## src/rtl/frm_spi_slave.sv

```systemverilog
module frm_spi_slave #(
  parameter int WORD_W = 16,
  parameter int SYNC_N = 2,
  parameter int SCK_INV = 0,
  parameter int FS_INV = 0
) (
  input  logic              clk,
  input  logic              rst_n,
  input  logic              fs_dir,
  input  logic              sck_in,
  input  logic              sdi,
  output logic              sdo,
  input  logic              fs_in,
  output logic              fs_out,
  output logic              fs_oe,
  input  logic [WORD_W-1:0] tx_data,
  input  logic              tx_wr,
  output logic [WORD_W-1:0] rx_data,
  output logic              rx_valid,
  input  logic              rx_rd
);
  localparam int CW = $clog2(WORD_W);
  localparam logic SCKI = (SCK_INV != 0);
  localparam logic FSI = (FS_INV != 0);

  logic [SYNC_N-1:0] sck_sy, sdi_sy, fs_sy;
  logic sck_d;
  logic [WORD_W-1:0] hold, tx_sh;
  logic [WORD_W-2:0] rx_sh;
  logic [CW-1:0] bitcnt;
  logic pend, armed, active, fs_pulse, sdo_r;

  always_ff @(posedge clk or negedge rst_n)
    if (!rst_n) begin
      sck_sy <= '0; sdi_sy <= '0; fs_sy <= '0; sck_d <= 1'b0;
    end else begin
      sck_sy <= {sck_sy[SYNC_N-2:0], sck_in};
      sdi_sy <= {sdi_sy[SYNC_N-2:0], sdi};
      fs_sy  <= {fs_sy[SYNC_N-2:0], fs_in};
      sck_d  <= sck_sy[SYNC_N-1];
    end

  wire sck_e  = sck_sy[SYNC_N-1] ^ SCKI;
  wire sckd_e = sck_d ^ SCKI;
  wire samp_edge = sck_e & ~sckd_e;
  wire tx_edge   = ~sck_e & sckd_e;
  wire sdi_s     = sdi_sy[SYNC_N-1];
  wire fs_seen   = fs_sy[SYNC_N-1] ^ FSI;
  wire last_samp = samp_edge && active && (bitcnt == CW'(WORD_W-1));
  wire start     = tx_edge && !active && (fs_dir ? armed : pend);

  always_ff @(posedge clk or negedge rst_n)
    if (!rst_n) begin
      hold <= '0; pend <= 1'b0;
    end else if (tx_wr) begin
      hold <= tx_data; pend <= ~fs_dir;
    end else if (start || fs_dir) pend <= 1'b0;

  always_ff @(posedge clk or negedge rst_n)
    if (!rst_n) armed <= 1'b0;
    else if (!fs_dir || start) armed <= 1'b0;
    else if (samp_edge && fs_seen && (!active || last_samp)) armed <= 1'b1;

  always_ff @(posedge clk or negedge rst_n)
    if (!rst_n) begin
      active <= 1'b0; fs_pulse <= 1'b0; sdo_r <= 1'b0;
      tx_sh <= '0; rx_sh <= '0; bitcnt <= '0;
      rx_data <= '0; rx_valid <= 1'b0;
    end else begin
      if (rx_rd) rx_valid <= 1'b0;
      if (tx_edge) begin
        fs_pulse <= 1'b0;
        if (start) begin
          active <= 1'b1;
          bitcnt <= '0;
          sdo_r <= hold[WORD_W-1];
          tx_sh <= {hold[WORD_W-2:0], 1'b0};
          fs_pulse <= ~fs_dir;
        end else if (active) begin
          sdo_r <= tx_sh[WORD_W-1];
          tx_sh <= {tx_sh[WORD_W-2:0], 1'b0};
        end else sdo_r <= 1'b0;
      end
      if (samp_edge && active) begin
        rx_sh <= {rx_sh[WORD_W-3:0], sdi_s};
        bitcnt <= bitcnt + 1'b1;
        if (last_samp) begin
          active <= 1'b0;
          bitcnt <= '0;
          rx_data <= {rx_sh, sdi_s};
          rx_valid <= 1'b1;
        end
      end
    end

  assign sdo = sdo_r;
  assign fs_out = fs_pulse ^ FSI;
  assign fs_oe = ~fs_dir;

  AST_CNT_IDLE_ZERO: assert property (@(posedge clk) disable iff (!rst_n)
    !active |-> bitcnt == '0);
  AST_VALID_AFTER_SAMPLE: assert property (@(posedge clk) disable iff (!rst_n)
    $rose(rx_valid) |-> $past(samp_edge));
  AST_PULSE_RISE_ON_TX: assert property (@(posedge clk) disable iff (!rst_n)
    $rose(fs_pulse) |-> $past(tx_edge) && !$past(fs_dir));
  AST_PULSE_FALL_ON_TX: assert property (@(posedge clk) disable iff (!rst_n)
    $fell(fs_pulse) |-> $past(tx_edge));
  AST_WORD_START_ON_TX: assert property (@(posedge clk) disable iff (!rst_n)
    $rose(active) |-> $past(tx_edge));
  AST_IDLE_SDO_LOW: assert property (@(posedge clk) disable iff (!rst_n)
    ($past(tx_edge) && !active) |-> !sdo);
endmodule

```

## config.mk

```make
export PLATFORM = sky130hd
export DESIGN_NAME = frm_spi_slave
export DESIGN_NICKNAME = d
export VERILOG_FILES = /design/src/rtl/frm_spi_slave.sv
export SDC_FILE = /design/constraint.sdc
export NUM_CORES = 1
export LEC_CHECK = 0
export BUFFER_PORTS_ARGS = -buffer_cell sky130_fd_sc_hd__buf_2
export CORE_MARGIN = 2
export CORE_UTILIZATION = 56
export CTS_CLUSTER_DIAMETER = 80
export CTS_CLUSTER_SIZE = 16
export DETAILED_ROUTE_END_ITERATION = 16
export GPL_ROUTABILITY_DRIVEN = 1
export GPL_TIMING_DRIVEN = 0
export PLACE_DENSITY = 0.78
export SLEW_MARGIN = 20
export SYNTH_ARGS = -nofsm -noshare
export SYNTH_HDL_FRONTEND = slang
export SYNTH_SLANG_ARGS = --single-unit
```

## constraint.sdc

```tcl
create_clock -name clk -period 1.83 [get_ports clk]
set_input_delay 0.366 -clock clk [delete_from_list [all_inputs] [get_ports clk]]
set_output_delay 0.366 -clock clk [all_outputs]
set_load 0.01 [all_outputs]
```

* After elaboration in Yosys (flattened, before gate mapping)
Index checks and enable logic that the tools add are counted.
** Cells by class
- Add/subtract/negate cells :: 1
- Bitwise logic cells :: 5
- Reductions and logical operators :: 19
- Eq/ne operators :: 1
- Multiplexer cells :: 21
** Operator list (count)
- $mux 16 :: 2
- $mux 4 :: 4
- $mux 1 :: 15
- $reduce_bool 2->1 :: 5
- $logic_and 1x1->1 :: 6
- $reduce_and 2->1 :: 3
- $add 4x1->4 const B :: 1
- $eq 4x4->1 const B :: 1
- $logic_or 1x1->1 :: 3
- $not 1->1 :: 3
- $and 1x1->1 :: 2
- $logic_not 1->1 :: 2
** Word-level totals
- Bits of input ports :: 24
- Register bits :: 80

* Depth between registers and ports, before layout
- Word-level depth :: 8
- Depth in mapped cells :: 5

* Worst setup path before layout
OpenSTA, ideal clock, no wires.
- Kind :: register -> register
- Start point :: register bitcnt[0]
- End point :: register rx_data[10]
- Buffers on the path :: 1
- Stages on the path, launching flop included :: 6
- Arrival :: 1.437 ns
- Setup slack :: 0.269 ns
- Library setup time :: 0.125 ns
- Cells stage by stage :: dfrtp_1 -> ha_1 -> nand3_1 -> nor2_4 -> buf_6 -> mux2_2
** Between the ends
- Longest elaborated chain between the ends :: 3
** RTL lines
- start: declaration :: RTL line 30 : logic [CW-1:0] bitcnt;
- start signal: assignment :: RTL line 86 : bitcnt <= bitcnt + 1'b1;
- $eq 4x4->1 :: RTL line 49 : wire last_samp = samp_edge && active && (bitcnt == CW'(WORD_W-1));
- $logic_and 1x1->1 :: RTL line 49
- $reduce_and 2->1 (no line)
- end signal: assignment :: RTL line 90 : rx_data <= {rx_sh, sdi_s};
- end: declaration :: RTL line 18 : output logic [WORD_W-1:0] rx_data,
No other way between the ends.
A chain may end at the register's enable or synchronous reset.

* Final worst setup path
- Start point :: register bitcnt[0]
- End point :: register rx_data[14]
The elaborated chain is that of the path after synthesis.

==> out/results.tsv <==
stage	metric	value	unit
cells_and_area	utilization	67.4	%
timing	final.setup_skew	0.00738	ns
routing	drc	0	
synthesis	synth_cell_types	35	
cells_and_area	layout-drive-gt1-share	37.4	%
floorplanning	io_pins	44	
synthesis	synth_top_area_cell	dfrtp_1	
floorplanning	initial_core_util	57.4	%
power	power	4.39	mW
cts	holdBufCountCts	0	
place	globalplace.congestion	0.730	
cells_and_area	register_area	1980	um^2
cells_and_area	diodes	0	
global_routing	grt_max_degree	44	
timing	worst_slack	0.156	ns
routing	first_pass_iters	6	
setup_path	startpoint	bitcnt[0]	
cts	root_buffer	clkbuf_8	
routing	final_antenna_net_count	0	
outcome	status	completed	
synthesis	synthesis.nets	266	
timing	slew_headroom	64.4	%
place	dp_hpwl	3.70	mm
synthesis	ys_warn_count	0	
cts	clkLatencyLatePin	0.34	ns
cells_and_area	layout_commonest_cell	dfrtp_1	
floorplanning	core_area	5470	um^2
timing	max_freq	597	MHz
timing	min_period_over_period	91.5	%
setup_path	worst_ep_arrival_time	1.91	ns
timing	holdWs	0.0104	ns
cells_and_area	design_area	3690	um^2
cts	htreeDepth	3	
cells_and_area	layout.nets	323	
cells_and_area	multi_input_area	1070	um^2
routing	route.vias.total	1994	
setup_path	cp-end-kind	flop	
power	leakage	1.91	nW
synthesis	synth_flop_cell	dfrtp_1	
cts	clk_pin_slew_worst_paths	0.08	ns
place	port-buffer-count	42	
timing	fin_crit	1.67	ns
place	place_ws	-0.0334	ns
timing	worstMarginPinSlew	0.534	ns
floorplanning	num_rows	27	
power	p_per_area	1190	nW/um^2
floorplanning	die_h	78.9	um
cells_and_area	final_cell_mix	dfrtp_1 (79), nand2_1 (49), buf_2 (45), mux2_2 (32), and3_1 (14)	
synthesis	syn-cell-area	3140	um^2
setup_path	worstPathMaxFanout	10	
setup_path	critPathRequiredTime	2.06	ns
synthesis	synth.top_cell.area_share	62.9	%
flow_run	maxCapViolCount	0	
floorplanning	die_x	78.9	um
power	vdd_ir_drop_max	0.669	mV
synthesis	synth_edf_count	0	
cells_and_area	areaGrowthSynthToFinish	17.4	%
cts	clock_path_buffers	2	
timing	setup_viol	0	
timing	hold_violations	0	
synthesis	syn_inst	241	
hold_path	hold_path.class	in -> async	
routing	viasPerCell	5.33	
synthesis	synthArstFlopShare	100	%
global_routing	track_usage	19.4	%
routing	finalWirelength	5.47	mm
routing	drt_iter0_drc	169	
setup_path	critPathKind	reg -> reg	
timing	drv_slew	0	
global_routing	grt.overflow.total	0	
global_routing	grt_pass1_vias	1944	
synthesis	avgSynthCellArea	13.0	um^2
setup_path	crit_path_start_kind	flop	
setup_path	reg2reg_from	bitcnt[0]	
synthesis	synth-seq-area-share	62.9	%
place	dpl-instance-area	3470	um^2
cts	cts-buffers-inserted	9	
global_routing	grt_pass1_wl	9.18	mm
cells_and_area	fillCellCount	416	
routing	routedWlPerCell	14.6	um
cts	cts_tree	built	
global_routing	antenna_found_initial	0	
floorplanning	dieArea	6230	um^2
synthesis	synthTopCellsByArea	dfrtp_1 (63%), mux2_2 (11%), nand2_1 (5.9%)	
timing	rsz0062_at_grt	no	
cts	cts_sinks	79	
synthesis	ys_seq_elements	79	
## state kept, by name, summed over array words and instances, names as in the netlist, 2 cells and up
| register | cells |
|---|---|
| sdi_sy | 2 |
| fs_sy | 2 |
| hold | 16 |
| rx_sh | 15 |
| tx_sh | 15 |
| sck_sy | 2 |
| rx_data | 16 |
| bitcnt | 4 |
## logic make-up after synthesis
family / after synthesis / synth area share [%]
adder cells (fa/ha/maj): 1 / 0.398
multiplexers: 35 / 12.7
buffers and inverters: 16 / 3.14
flip-flops: 79 / 62.9
AO/OA/AOI/OAI: 30 / 8.48
AND/OR/NAND/NOR: 80 / 12.3
## metal layers
metal	track usage, %	share of wire (%)	vias up
li1	-	-	958
met3	4.09	3.6	9
met5	0	0	-
met1	27.4	49	981
met2	29.4	46	46
met4	8.79	1.6	0
## cell usage after synthesis (2+ instances only)
cell	number
and3_1	14
nor3b_1	2
o211ai_1	3
buf_6	4
clkbuf_1	4
nand3b_1	2
a221o_2	5
a221o_1	9
nand3_1	4
inv_1	3
mux2_2	32
buf_2	4
dfrtp_1	79
nand2_1	49
a21oi_1	4
nor2_1	3
nor2_4	2
## power by group
part | switching, mW | leakage (nW) | internal [mW] | total (mW)
Combinational | 0.364 | 0.792 | 0.379 | 0.743
Clock | 0.576 | 0.0985 | 0.695 | 1.27
Sequential | 0.260 | 1.02 | 2.12 | 2.38
Total | 1.20 | 1.91 | 3.19 | 4.39
## through the flow
| stage | setup TNS (ns) | cells |
|---|---|---|
| floorplan | 0 | 241 |
| global placement | -11.03 | 355 |
| detailed placement | -0.220 | 356 |
| CTS | 0 | 374 |
| global route | 0 | 374 |
| finish | 0 | 374 |
## repair_timing
action,in CTS,in global routing
setup buffers,3,0
gates resized for setup,0,1
pin swaps,1,0
endpoints found under the setup margin,8,8
## critical path, cell delays in order, from the launching register on
cell and delay [ns]:
dfrtp_1 0.42, ha_1 0.27, nand3_2 0.17, nor2_4 0.19, buf_6 0.18, mux2_2 0.34
## path summary, 6_finish.rpt
path / end / slack, ns / cells past startpoint
setup / recovery: rx_data[14] / 0.16 / 5
hold / removal: hold[0] / 0.01 / 1
setup reg to reg: rx_data[14] / 0.16 / 5
hold reg to reg: fs_sy[1] / 0.35 / 0
max in group asynchronous: rx_sh[13] / 1.25 / 2
min in group clk: fs_sy[0] / 0.13 / 1
## area by class of cell
| cell class | count | area share, % |
|---|---|---|
| well taps | 72 | 2.44 |
| inverters | 3 | 0.305 |
| repair buffers | 46 | 6.92 |
| clock buffers | 12 | 4.20 |
| plain buffers | 13 | 2.37 |
| flip-flops and latches | 79 | 53.6 |
| multi-input cells | 146 | 29.1 |
| clock inverters | 3 | 1.15 |
No activity file was read; power rests on OpenSTA's default activity.
